**src/rtl/sfm_pkg.sv**
```systemverilog
package sfm_pkg;

  localparam int MODE_W   = 2;
  localparam int LEAD_W   = 3;
  localparam int PAD_W    = 2;
  localparam int BITS_W   = 6;
  localparam int FDLY_W   = 7;
  localparam int FLEN_W   = 6;
  localparam int HALF_W   = 8;
  localparam int BITS_MIN = 4;
  localparam int FDLY_MAX = 88;
  localparam int FLEN_MAX = 44;

  typedef struct packed {
    logic [MODE_W-1:0] mode;
    logic              pol;
    logic [LEAD_W-1:0] lead;
    logic [PAD_W-1:0]  pre;
    logic [BITS_W-1:0] bits;
    logic [PAD_W-1:0]  post;
    logic [FDLY_W-1:0] fdly;
    logic [FLEN_W-1:0] flen;
    logic              hold;
  } sfm_cfg_t;

  // frame timing rules checked at start
  function automatic logic cfg_legal(input sfm_cfg_t c, input int max_bits);
    int tot, fend;
    tot  = int'(c.lead) + int'(c.pre) + int'(c.bits) + int'(c.post);
    fend = int'(c.fdly) + 2 * int'(c.flen);
    cfg_legal = (int'(c.bits) >= BITS_MIN) && (int'(c.bits) <= max_bits)
             && (int'(c.fdly) <= FDLY_MAX)
             && (int'(c.flen) >= 1) && (int'(c.flen) <= FLEN_MAX)
             && (fend <= 2 * tot)
             && (int'(c.flen) < int'(c.pre) + int'(c.bits) + int'(c.post))
             && (fend >= 2 * (int'(c.lead) + 1));
  endfunction

endpackage

```
**src/rtl/sfm_halfdiv.sv**
```systemverilog
module sfm_halfdiv #(
  parameter int DIV_W = 8
) (
  input  logic             clk,
  input  logic             rst,
  input  logic             run,
  input  logic [DIV_W-1:0] lim,
  output logic             tick
);

  logic [DIV_W-1:0] cnt;

  assign tick = run && (cnt == lim);

  always_ff @(posedge clk) begin
    if (rst || !run) cnt <= '0;
    else if (tick)   cnt <= '0;
    else             cnt <= cnt + 1'b1;
  end

  // with a divider above zero two ticks are never adjacent
  a_r10_tick_gap: assert property (@(posedge clk) disable iff (rst)
    (tick && lim != '0) |=> !tick);

endmodule

```
**src/rtl/sfm_phase.sv**
```systemverilog
module sfm_phase
  import sfm_pkg::*;
(
  input  logic [HALF_W-1:0] hcnt,
  input  logic [LEAD_W-1:0] lead,
  input  logic [PAD_W-1:0]  pre,
  input  logic [BITS_W-1:0] bits,
  input  logic [PAD_W-1:0]  post,
  input  logic [FDLY_W-1:0] fdly,
  input  logic [FLEN_W-1:0] flen,
  output logic              in_lead,
  output logic              in_data,
  output logic              past_data,
  output logic              frame_on,
  output logic              last_half
);

  logic [HALF_W-1:0] per, dstart, dend, tot2, fbeg, fend;

  always_comb begin
    per       = {1'b0, hcnt[HALF_W-1:1]};
    dstart    = HALF_W'(lead) + HALF_W'(pre);
    dend      = dstart + HALF_W'(bits);
    tot2      = (dend + HALF_W'(post)) << 1;
    fbeg      = HALF_W'(fdly);
    fend      = fbeg + (HALF_W'(flen) << 1);
    in_lead   = per < HALF_W'(lead);
    in_data   = (per >= dstart) && (per < dend);
    past_data = per >= dend;
    frame_on  = (hcnt >= fbeg) && (hcnt < fend);
    last_half = hcnt == (tot2 - 1'b1);
  end

endmodule

```
**src/rtl/sfm_shifter.sv**
```systemverilog
module sfm_shifter #(
  parameter int DATA_W = 32,
  parameter int BITS_W = 6
) (
  input  logic              clk,
  input  logic              rst,
  input  logic              load,
  input  logic [DATA_W-1:0] tx_word,
  input  logic [BITS_W-1:0] bits,
  input  logic              shift,
  input  logic              capture,
  input  logic              rx_in,
  output logic              tx_msb,
  output logic              tx_lsb,
  output logic [DATA_W-1:0] rx_sr
);

  localparam int SH_W = BITS_W + 1;

  logic [DATA_W-1:0] tx_sr;
  logic [SH_W-1:0]   align;

  assign align  = SH_W'(DATA_W) - {1'b0, bits};
  assign tx_msb = tx_sr[DATA_W-1];

  always_ff @(posedge clk) begin
    if (rst) begin
      tx_sr  <= '0;
      tx_lsb <= 1'b0;
      rx_sr  <= '0;
    end else if (load) begin
      tx_sr  <= tx_word << align;   // MSB of the live bits to the top
      tx_lsb <= tx_word[0];
      rx_sr  <= '0;
    end else begin
      if (shift)   tx_sr <= {tx_sr[DATA_W-2:0], 1'b0};
      if (capture) rx_sr <= {rx_sr[DATA_W-2:0], rx_in};
    end
  end

  // a half period never both samples and advances the data
  a_r7_one_action: assert property (@(posedge clk) disable iff (rst)
    !(shift && capture));

endmodule

```
**src/rtl/frame_serial_master.sv**
```systemverilog
module frame_serial_master
  import sfm_pkg::*;
#(
  parameter int DATA_W = 32,
  parameter int DIV_W  = 8
) (
  input  logic              clk,
  input  logic              rst,
  input  logic              start,
  input  logic [1:0]        cfg_clk_mode,
  input  logic              cfg_frm_pol,
  input  logic [2:0]        cfg_lead,
  input  logic [1:0]        cfg_pre_pad,
  input  logic [5:0]        cfg_bits,
  input  logic [1:0]        cfg_post_pad,
  input  logic [6:0]        cfg_frm_dly,
  input  logic [5:0]        cfg_frm_len,
  input  logic              cfg_hold_last,
  input  logic [DIV_W-1:0]  cfg_half_div,
  input  logic [DATA_W-1:0] tx_word,
  input  logic              rx_line,
  output logic              sclk,
  output logic              frm,
  output logic              txd,
  output logic              busy,
  output logic              done,
  output logic              err,
  output logic [DATA_W-1:0] rx_word
);

  sfm_cfg_t          cfg_in, cfg_q;
  logic [DIV_W-1:0]  div_q;
  logic [HALF_W-1:0] hcnt;
  logic              legal, accept, reject, tick;
  logic              in_lead, in_data, past_data, frame_on, last_half;
  logic              shift, capture, tx_msb, tx_lsb, end_lvl;
  logic              sclk_n, frm_n, txd_n;
  logic [DATA_W-1:0] rx_sr;

  assign cfg_in = '{mode: cfg_clk_mode, pol: cfg_frm_pol, lead: cfg_lead,
                    pre: cfg_pre_pad, bits: cfg_bits, post: cfg_post_pad,
                    fdly: cfg_frm_dly, flen: cfg_frm_len, hold: cfg_hold_last};
  assign legal  = cfg_legal(cfg_in, DATA_W);
  assign accept = start && !busy && legal;
  assign reject = start && !busy && !legal;

  sfm_halfdiv #(.DIV_W(DIV_W)) u_div (
    .clk(clk), .rst(rst), .run(busy), .lim(div_q), .tick(tick));

  sfm_phase u_phase (
    .hcnt(hcnt), .lead(cfg_q.lead), .pre(cfg_q.pre), .bits(cfg_q.bits),
    .post(cfg_q.post), .fdly(cfg_q.fdly), .flen(cfg_q.flen),
    .in_lead(in_lead), .in_data(in_data), .past_data(past_data),
    .frame_on(frame_on), .last_half(last_half));

  assign shift   = busy && tick &&  hcnt[0] && in_data;
  assign capture = busy && tick && !hcnt[0] && in_data;

  sfm_shifter #(.DATA_W(DATA_W), .BITS_W(BITS_W)) u_shift (
    .clk(clk), .rst(rst), .load(accept), .tx_word(tx_word), .bits(cfg_in.bits),
    .shift(shift), .capture(capture), .rx_in(rx_line),
    .tx_msb(tx_msb), .tx_lsb(tx_lsb), .rx_sr(rx_sr));

  // next output levels from the current half period
  always_comb begin
    end_lvl = cfg_q.hold & tx_lsb;
    if (busy && !in_lead) sclk_n = cfg_q.mode[1] ^ hcnt[0] ^ cfg_q.mode[0];
    else                  sclk_n = cfg_q.mode[1];
    frm_n = (busy && frame_on) ? cfg_q.pol : !cfg_q.pol;
    if (!busy)          txd_n = end_lvl;
    else if (in_data)   txd_n = tx_msb;
    else if (past_data) txd_n = end_lvl;
    else                txd_n = 1'b0;
  end

  always_ff @(posedge clk) begin
    if (rst) begin
      busy    <= 1'b0;
      done    <= 1'b0;
      err     <= 1'b0;
      cfg_q   <= '0;
      div_q   <= '0;
      hcnt    <= '0;
      sclk    <= 1'b0;
      frm     <= 1'b1;
      txd     <= 1'b0;
      rx_word <= '0;
    end else begin
      done <= 1'b0;
      err  <= reject;
      sclk <= sclk_n;
      frm  <= frm_n;
      txd  <= txd_n;
      if (accept) begin
        cfg_q <= cfg_in;
        div_q <= cfg_half_div;
        hcnt  <= '0;
        busy  <= 1'b1;
      end else if (tick) begin
        if (last_half) begin
          busy    <= 1'b0;
          done    <= 1'b1;
          rx_word <= rx_sr;
        end else begin
          hcnt <= hcnt + 1'b1;
        end
      end
    end
  end

  // done is a single-cycle pulse
  a_r7_done_pulse: assert property (@(posedge clk) disable iff (rst)
    done |=> !done);
  // the end of busy coincides with done
  a_r7_busy_end: assert property (@(posedge clk) disable iff (rst)
    $fell(busy) |-> done);
  // a refused start leaves the engine idle
  a_r8_err_idle: assert property (@(posedge clk) disable iff (rst)
    err |-> (!busy && !done));
  // clock idles through the lead-in
  a_r2_lead_idle: assert property (@(posedge clk) disable iff (rst)
    (busy && in_lead) |=> (sclk == cfg_q.mode[1]));
  // data line low during the lead-in
  a_r5_lead_low: assert property (@(posedge clk) disable iff (rst)
    (busy && in_lead) |=> !txd);
  // frame inactive between transfers
  a_r3_frame_idle: assert property (@(posedge clk) disable iff (rst)
    (!busy && !start) |=> (frm == !cfg_q.pol));
  // a start while busy leaves the latched setup alone
  a_r9_cfg_hold: assert property (@(posedge clk) disable iff (rst)
    (busy && start) |=> $stable(cfg_q));

endmodule

```
**config.mk**
```make
export PLATFORM = sky130hd
export DESIGN_NAME = frame_serial_master
export DESIGN_NICKNAME = d
export VERILOG_FILES = /design/src/rtl/sfm_pkg.sv /design/src/rtl/sfm_halfdiv.sv /design/src/rtl/sfm_phase.sv /design/src/rtl/sfm_shifter.sv /design/src/rtl/frame_serial_master.sv
export SDC_FILE = /design/constraint.sdc
export NUM_CORES = 1
export LEC_CHECK = 0
export CAP_MARGIN = 5
export CORE_MARGIN = 2
export CORE_UTILIZATION = 58
export CTS_CLUSTER_DIAMETER = 200
export DETAILED_ROUTE_END_ITERATION = 7
export PLACE_DENSITY = 0.82
export SLEW_MARGIN = 30
export SYNTH_ARGS = -nofsm -noshare
export SYNTH_HDL_FRONTEND = slang
export SYNTH_SLANG_ARGS = --single-unit
export TNS_END_PERCENT = 100
```
**constraint.sdc**
```tcl
create_clock -name clk -period 5.85 [get_ports clk]
set_input_delay 1.17 -clock clk [delete_from_list [all_inputs] [get_ports clk]]
set_output_delay 1.17 -clock clk [all_outputs]
set_load 0.01 [all_outputs]
```
==> impl_metrics.env, run 1 <==
export IMPL_status="finished, final reports clean"
export IMPL_r2r_cells=17
export IMPL_crit_required_ns=6.19
export IMPL_syn_inst=1209
export IMPL_grt_pass1_wl_mm=40.5
export IMPL_post_cts_setup_buffers=0
export IMPL_grt_max_degree=64
export IMPL_ys_top_cells_by_area="dfxtp_1 (30%), mux2i_1 (10%), ha_1 (9.5%)"
export IMPL_antenna_found_initial=0
export IMPL_routed_wl_mm=24.3
export IMPL_seq_area_frac_synth=0.304
export IMPL_avgSynthCellArea_um2=8.56
export IMPL_path_class="input pin to register"
export IMPL_dieArea_um2=18900
export IMPL_crit_start="cfg_lead[1]"
export IMPL_vias_per_cell=5.80
export IMPL_antenna_left=0
export IMPL_critPathLaunchType="input pin"
export IMPL_tns_ns=0
export IMPL_synth_edff_count=0
export IMPL_synth_largest_area_cell="dfxtp_1"
export IMPL_yosysTopAreaCellShare=0.304
export IMPL_drtIter0Drc=487
export IMPL_cts_tree="done"
export IMPL_gp_congestion=0.924
export IMPL_worst_slew_pin_slew_ns=0.826
export IMPL_fin_area_um2=12300
export IMPL_cts_sinks=157
export IMPL_ys_flop_type="dfxtp_1"
export IMPL_multi_input_area_um2=6700
export IMPL_rsz0062_at_grt="no"
export IMPL_setup_viol=0
export IMPL_cts_buffers_inserted=17
export IMPL_num_vias=8819
export IMPL_drt_pass1_iterations=5
export IMPL_reg2reg_from="cfg_q[24]"
export IMPL_syn_num_nets=1374
export IMPL_fill_cells=1343
export IMPL_ctsResizeCount=0
export IMPL_max_cap_viol_count=0
export IMPL_post_drt_wl_per_cell_um=16.0
export IMPL_arrival_ns=5.60
export IMPL_diodes=0
export IMPL_worstHoldStart="u_shift.rx_sr[31]"
export IMPL_hp_class="register to register"
export IMPL_placedCellCount=1489
export IMPL_core_region_area_um2=17400
export IMPL_clock_latency_ns=0.44
export IMPL_ys_seq_elements=157
export IMPL_clock_fmax_mhz=190
export IMPL_cellPowerDensity_nw_per_um2=234
export IMPL_die_x_um=138
export IMPL_grt_overflow=0
export IMPL_placed_cell_area_um2=11700
export IMPL_period_share=0.900
export IMPL_fin_cells=1521
export IMPL_final_nets=1448
export IMPL_min_to="u_shift.rx_sr[31]"
export IMPL_grt_use_total=0.267
export IMPL_relSlewSlack=0.448
export IMPL_fin_skew_ns=0.0124
export IMPL_clk_pin_slew_ns=0.07
export IMPL_ir_drop_v=0.000217
export IMPL_post_route_min_period_ns=5.27
export IMPL_rr_endpoint="u_shift.tx_sr[3]"
export IMPL_regArea_um2=3140
export IMPL_ys_warn_count=0
export IMPL_cts_root_buf="clkbuf_16"
export IMPL_drive_gt1_frac=0.0849
export IMPL_p_leak_uw=0.00495
export IMPL_dieHeight_um=138
export IMPL_hold_path_depth=2
export IMPL_drc=0
export IMPL_rows=48
export IMPL_synth_cell_types=70
export IMPL_final_max_slew_violation_count=0
export IMPL_ys_async_sr_fraction=0
export IMPL_max_clock_path_buffers=2
export IMPL_grt_pass1_vias=8543
export IMPL_end_kind="register"
export IMPL_cp_max_fo=61
export IMPL_syn_cell_area_um2=10400
export IMPL_hold_ws_ns=0.467
export IMPL_io_pins=112
export IMPL_start_util=0.596
export IMPL_io_buffers=111
export IMPL_cts_htree_levels=4
export IMPL_cts_hold_buf=0
export IMPL_ff2ff_setup_slack_ns=1.04
export IMPL_area_growth_pct=18.6
export IMPL_hold_viol_final=0
export IMPL_dp_hpwl_mm=17.9
## worst max-delay path by stage
stage	endpoint	slack, ns	depth (start not counted)
2_1_floorplan	cfg_q[16]	0.54	22
3_3_place_gp	u_shift.tx_sr[3]	0.28	20
3_5_place_dp	div_q[4]	0.16	20
4_1_cts	u_shift.tx_sr[26]	0.57	20
5_1_grt	u_shift.tx_sr[10]	0.33	20
6_report	u_shift.tx_sr[26]	0.58	20
## flip-flops by register name, summed over array words and instances (netlist names), 8 cells and up
signal	flops
cfg_q	30
u_shift.rx_sr	32
div_q	8
rx_word	32
u_div.cnt	8
hcnt	8
u_shift.tx_sr	32
## through the flow
step                setup slack (ns)   util  total power, uW
floorplan                      0.541      -             1590
global placement               0.275  0.671             1760
detailed placement             0.156  0.672             1780
CTS                            0.571  0.707             2890
global route                   0.334  0.707             3010
finish                         0.584  0.707             2880
## worst max-delay path: stages
cell and delay, ns:
clkdlybuf4s50_1 0.45, fa_1 0.51, fa_1 0.52, ha_1 0.18, inv_1 0.06, fa_1 0.40
inv_1 0.07, a21o_1 0.11, a21oi_1 0.07, xor2_1 0.14, ha_1 0.29, nand2_1 0.06
o41ai_1 0.31, a31oi_1 0.07, a211oi_1 0.18, buf_4 0.17, and3b_4 0.25, buf_12 0.25
a211oi_1 0.08, a211oi_1 0.25
## layout by cell type (no fill, tap or decap), types with 4 or more instances in the layout
cell	count
dfxtp_1	157
nand2_1	123
nor2_1	114
clkdlybuf4s50_1	109
mux2i_1	105
ha_1	79
a21oi_1	75
inv_1	56
a211oi_1	55
o21ai_0	41
nand3_1	36
xnor2_1	33
nor2b_1	29
buf_4	22
xor2_1	20
a21o_1	20
clkbuf_16	17
and3_1	14
mux4_2	14
fa_1	12
nand4_1	11
nor3_1	9
and2_1	8
o21a_1	8
or2_2	8
o211ai_1	7
mux2_2	7
clkinv_8	7
nand2b_1	6
o21bai_1	5
nand3b_1	5
or3_1	4
a21bo_2	4
o31a_1	4
a311oi_1	4
## where the power goes
group          internal (uW)  switching [uW]  total [uW]
combinational            299             353         652
sequential              1090            18.4        1110
clock                    583             529        1110
total                   1980             901        2880
## cell usage after synthesis (33+ instances only)
library cell    n
a21oi_1        75
ha_1           79
o21ai_0        41
nand3_1        36
nor2_1        114
inv_1          56
a211oi_1       55
mux2i_1       105
dfxtp_1       157
xnor2_1        33
nand2_1       123
clkbuf_1       60
## per-layer routing
metal | part of all wire | global-route usage
met2 | 0.49 | 0.469
met4 | 0.036 | 0.124
met5 | 0 | 0
met3 | 0.035 | 0.0350
met1 | 0.43 | 0.323
## area by class of cell
type	instances	area share
clock inverter	15	0.0160
multi-input combinational	915	0.545
timing repair buffer	135	0.108
inverter	57	0.0174
tap	225	0.0229
clock buffer	17	0.0346
sequential	157	0.256
## kinds of logic (layout without fill, tap and decap cells)
logic type,count (synthesis),after routing,share of synthesized area
AND/OR/NAND/NOR,388,388,0.175
AO/OA/AOI/OAI,253,253,0.160
flip-flops,157,157,0.304
buffers and inverters,137,224,0.0520
multiplexers,126,126,0.140
adder cells (fa/ha/maj),91,91,0.119
XOR/XNOR,57,57,0.0510
Power figures use the tool's default switching activity.
==> run 2: changes to the inputs <==
ABC_AREA = 1   (was not set)
PLACE_DENSITY = 0.81   (was 0.82)
SLEW_MARGIN = 20   (was 30)
==> run 2 against run 1 <==
Die area up 4.6%. Fmax is 0.86% lower. Via count is 27% higher. Register-to-register slack better by 0.60 ns. Cell area up 3.4%. Area after synthesis grew 4.7%. Sequential power about the same. Core utilization fell by 0.77 points. Clock-buffer cell count rose by 2. Clock skew is essentially flat. Clock power increased by 5%.
==> impl_metrics.env, run 2 <==
export IMPL_status="finished, final reports clean"
export IMPL_fin_util=0.700
export IMPL_vias_per_cell=5.64
export IMPL_tns_ns=0
export IMPL_synth_edff_count=0
export IMPL_avgSynthCellArea_um2=6.48
export IMPL_dieArea_um2=19800
export IMPL_cp_max_fo=30
export IMPL_clock_latency_ns=0.43
export IMPL_r2r_cells=21
export IMPL_period_share=0.908
export IMPL_synth_cell_types=40
export IMPL_cts_tree="done"
export IMPL_ff2ff_setup_slack_ns=1.64
export IMPL_ctsResizeCount=0
export IMPL_power_uw=3050
export IMPL_cpPeakStageDelay_ns=0.58
export IMPL_routed_wl_mm=29.3
export IMPL_mostFrequentLayoutCells="nand2_1 (405), nand3_1 (224), inv_1 (161)"
export IMPL_grt_overflow=0
export IMPL_internal_power_uw=2080
export IMPL_drc=0
export IMPL_diodes=0
export IMPL_yosysTopAreaCellShare=0.290
export IMPL_fin_skew_ns=0.0121
export IMPL_path_class="input pin to register"
export IMPL_drt_pass1_iterations=6
export IMPL_critPathLaunchType="input pin"
export IMPL_mostFrequentLayoutCell="nand2_1"
export IMPL_p_clk_frac=0.380
export IMPL_crit_top_cell="fa_1"
export IMPL_end_kind="register"
export IMPL_final_max_slew_violation_count=0
export IMPL_dp_hpwl_mm=21.2
export IMPL_cts_sinks=157
export IMPL_drive_gt1_frac=0.0507
export IMPL_dieHeight_um=141
export IMPL_max_cap_viol_count=0
export IMPL_hold_viol_final=0
export IMPL_pwr_share_comb=0.254
export IMPL_pwr_share_seq=0.366
export IMPL_area_growth_pct=17.1
export IMPL_post_route_min_period_ns=5.31
export IMPL_clock_fmax_mhz=188
export IMPL_drtIter0Drc=872
export IMPL_io_pins=112
export IMPL_fill_cells=1634
export IMPL_core_region_area_um2=18100
export IMPL_top_regs="rx_word x32, u_shift.rx_sr x32, u_shift.tx_sr x32"
export IMPL_worst_slew_pin_slew_ns=0.975
export IMPL_ys_async_sr_fraction=0
export IMPL_cp_top_family="adder cells"
export IMPL_cp_depth=21
export IMPL_synth_largest_area_cell="dfxtp_1"
export IMPL_max_clock_path_buffers=2
export IMPL_sw_frac_of_total=0.319
export IMPL_path_buf_inv=5
export IMPL_hp_class="register to register"
export IMPL_arrival_ns=5.66
export IMPL_grt_max_degree=66
export IMPL_switchingPower_uw=972
export IMPL_placed_cell_area_um2=12100
export IMPL_rows=49
export IMPL_final_nets=1906
export IMPL_cts_root_buf="clkbuf_16"
export IMPL_post_drt_wl_per_cell_um=14.8
export IMPL_ys_warn_count=0
export IMPL_synth_common_cells="nand2_1 (405), nand3_1 (225), inv_1 (162)"
export IMPL_syn_num_nets=1839
export IMPL_cts_htree_levels=4
export IMPL_critical_path_slowest_cell="clkdlybuf4s50_1"
export IMPL_antenna_left=0
export IMPL_ys_top_cells_by_area="dfxtp_1 (29%), nand2_1 (14%), nand3_1 (10%)"
export IMPL_grt_use_total=0.304
export IMPL_setup_viol=0
export IMPL_ys_flop_type="dfxtp_1"
export IMPL_hold_path_depth=2
export IMPL_seq_area_frac_synth=0.290
export IMPL_clk_pin_slew_ns=0.06
export IMPL_worstPathCellList="clkdlybuf4s50_1, fa_1, fa_1, ha_1, inv_1, fa_1, o21ai_0, xor2_1, ha_1, and3_1, nand2_1, nand3_1, nand2_1, nand3_1, nor2_1, nand3_2, buf_4, inv_2, buf_12, o21ai_0, a21oi_1"
export IMPL_rsz0062_at_grt="no"
export IMPL_start_util=0.597
export IMPL_io_buffers=111
export IMPL_ys_seq_elements=157
export IMPL_grt_pass1_vias=10500
export IMPL_post_cts_setup_buffers=0
export IMPL_fin_area_um2=12700
export IMPL_relSlewSlack=0.349
export IMPL_crit_required_ns=6.20
export IMPL_synth_most_common_cell="nand2_1"
export IMPL_syn_inst=1674
export IMPL_antenna_found_initial=0
export IMPL_die_x_um=141
export IMPL_syn_cell_area_um2=10800
export IMPL_p_leak_uw=0.00584
export IMPL_ir_drop_v=0.000232
export IMPL_gp_congestion=0.906
export IMPL_cts_buffers_inserted=17
export IMPL_grt_pass1_wl_mm=50.0
export IMPL_cellPowerDensity_nw_per_um2=240
export IMPL_cts_hold_buf=0
export IMPL_num_vias=11200
export IMPL_hold_ws_ns=0.476
## run 2: cell types whose count changed in the layout (fill, tap and decap cells not counted), moves of 42 or more
cell and delta:
a211oi_1 -53, o21ai_0 +68, nand2_1 +282, nand3_1 +188, a21oi_1 +62, inv_1 +105
nor2_1 +42, mux2i_1 -105
## run 2: kinds of logic after synthesis
group | after synthesis | synth area share
simple gates | 872 | 0.351
compound gates | 264 | 0.126
buf+inv | 258 | 0.0943
flops | 157 | 0.290
fa+ha+maj | 91 | 0.113
xor+xnor | 32 | 0.0259
## run 2: final timing paths
check	startpoint	end
setup reg to reg	cfg_q[22]	rx_word[18]
setup / recovery	cfg_pre_pad[1]	cfg_q[3]
hold / removal	u_shift.rx_sr[31]	u_shift.rx_sr[31]
hold reg to reg	u_shift.rx_sr[31]	u_shift.rx_sr[31]
## run 2: worst register-to-register path, cell delays in order (launching register included)
cell      delay, ns
dfxtp_1        0.34
ha_1           0.21
fa_1           0.52
inv_1          0.09
fa_1           0.55
fa_1           0.42
nand3b_1       0.23
inv_1          0.11
nand3_1        0.12
nor2_1         0.15
nand2_1        0.09
inv_1          0.06
nand2_1        0.04
nand2_1        0.08
inv_1          0.04
nand2_1        0.06
nand2_2        0.07
nand4_2        0.10
buf_4          0.51
nand2_1        0.17
nand2_1        0.11
nor2_1         0.05
## run 2: layout make-up
class	instances	area (um2)	share of cell area
multi-input cells	1259	6700	0.528
flip-flops and latches	157	3140	0.248
well taps	229	287	0.0226
clock buffers	19	453	0.0357
clock inverters	13	164	0.0129
inverters	173	649	0.0511
repair buffers	133	1300	0.102
## run 2: per-stage QoR
step | instances | setup slack [ns]
final | 1983 | 0.538
after global routing | 1983 | 0.265
after CTS | 1983 | 0.582
after detailed placement | 1951 | 0.142
after global placement | 1951 | 0.240
after floorplan | 1674 | 1.17
## run 2: per-layer routing
metal | routed length (um) | GRT usage | share of wire | up-vias
met5 | 0 | 0 | 0 | -
met1 | 12900 | 0.398 | 0.44 | 5128
met3 | 1650 | 0.0543 | 0.056 | 56
li1 | - | - | - | 5641
met2 | 14100 | 0.518 | 0.48 | 355
met4 | 591 | 0.0858 | 0.020 | 0
## run 2: power by group through the flow
| stage | registers [uW] | clock network (uW) | logic [uW] |
|---|---|---|---|
| floorplan | 1130 | 0 | 538 |
| global placement | 1140 | 0 | 743 |
| detailed placement | 1140 | 0 | 757 |
| CTS | 1120 | 1160 | 763 |
| global route | 1120 | 1210 | 876 |
| finish | 1120 | 1160 | 773 |
==> run 3: changes to the inputs <==
CTS_CLUSTER_SIZE = 8   (was not set)
==> results of run 3 <==
No change in the layout: final DEF, timing and power equal those of run 2.
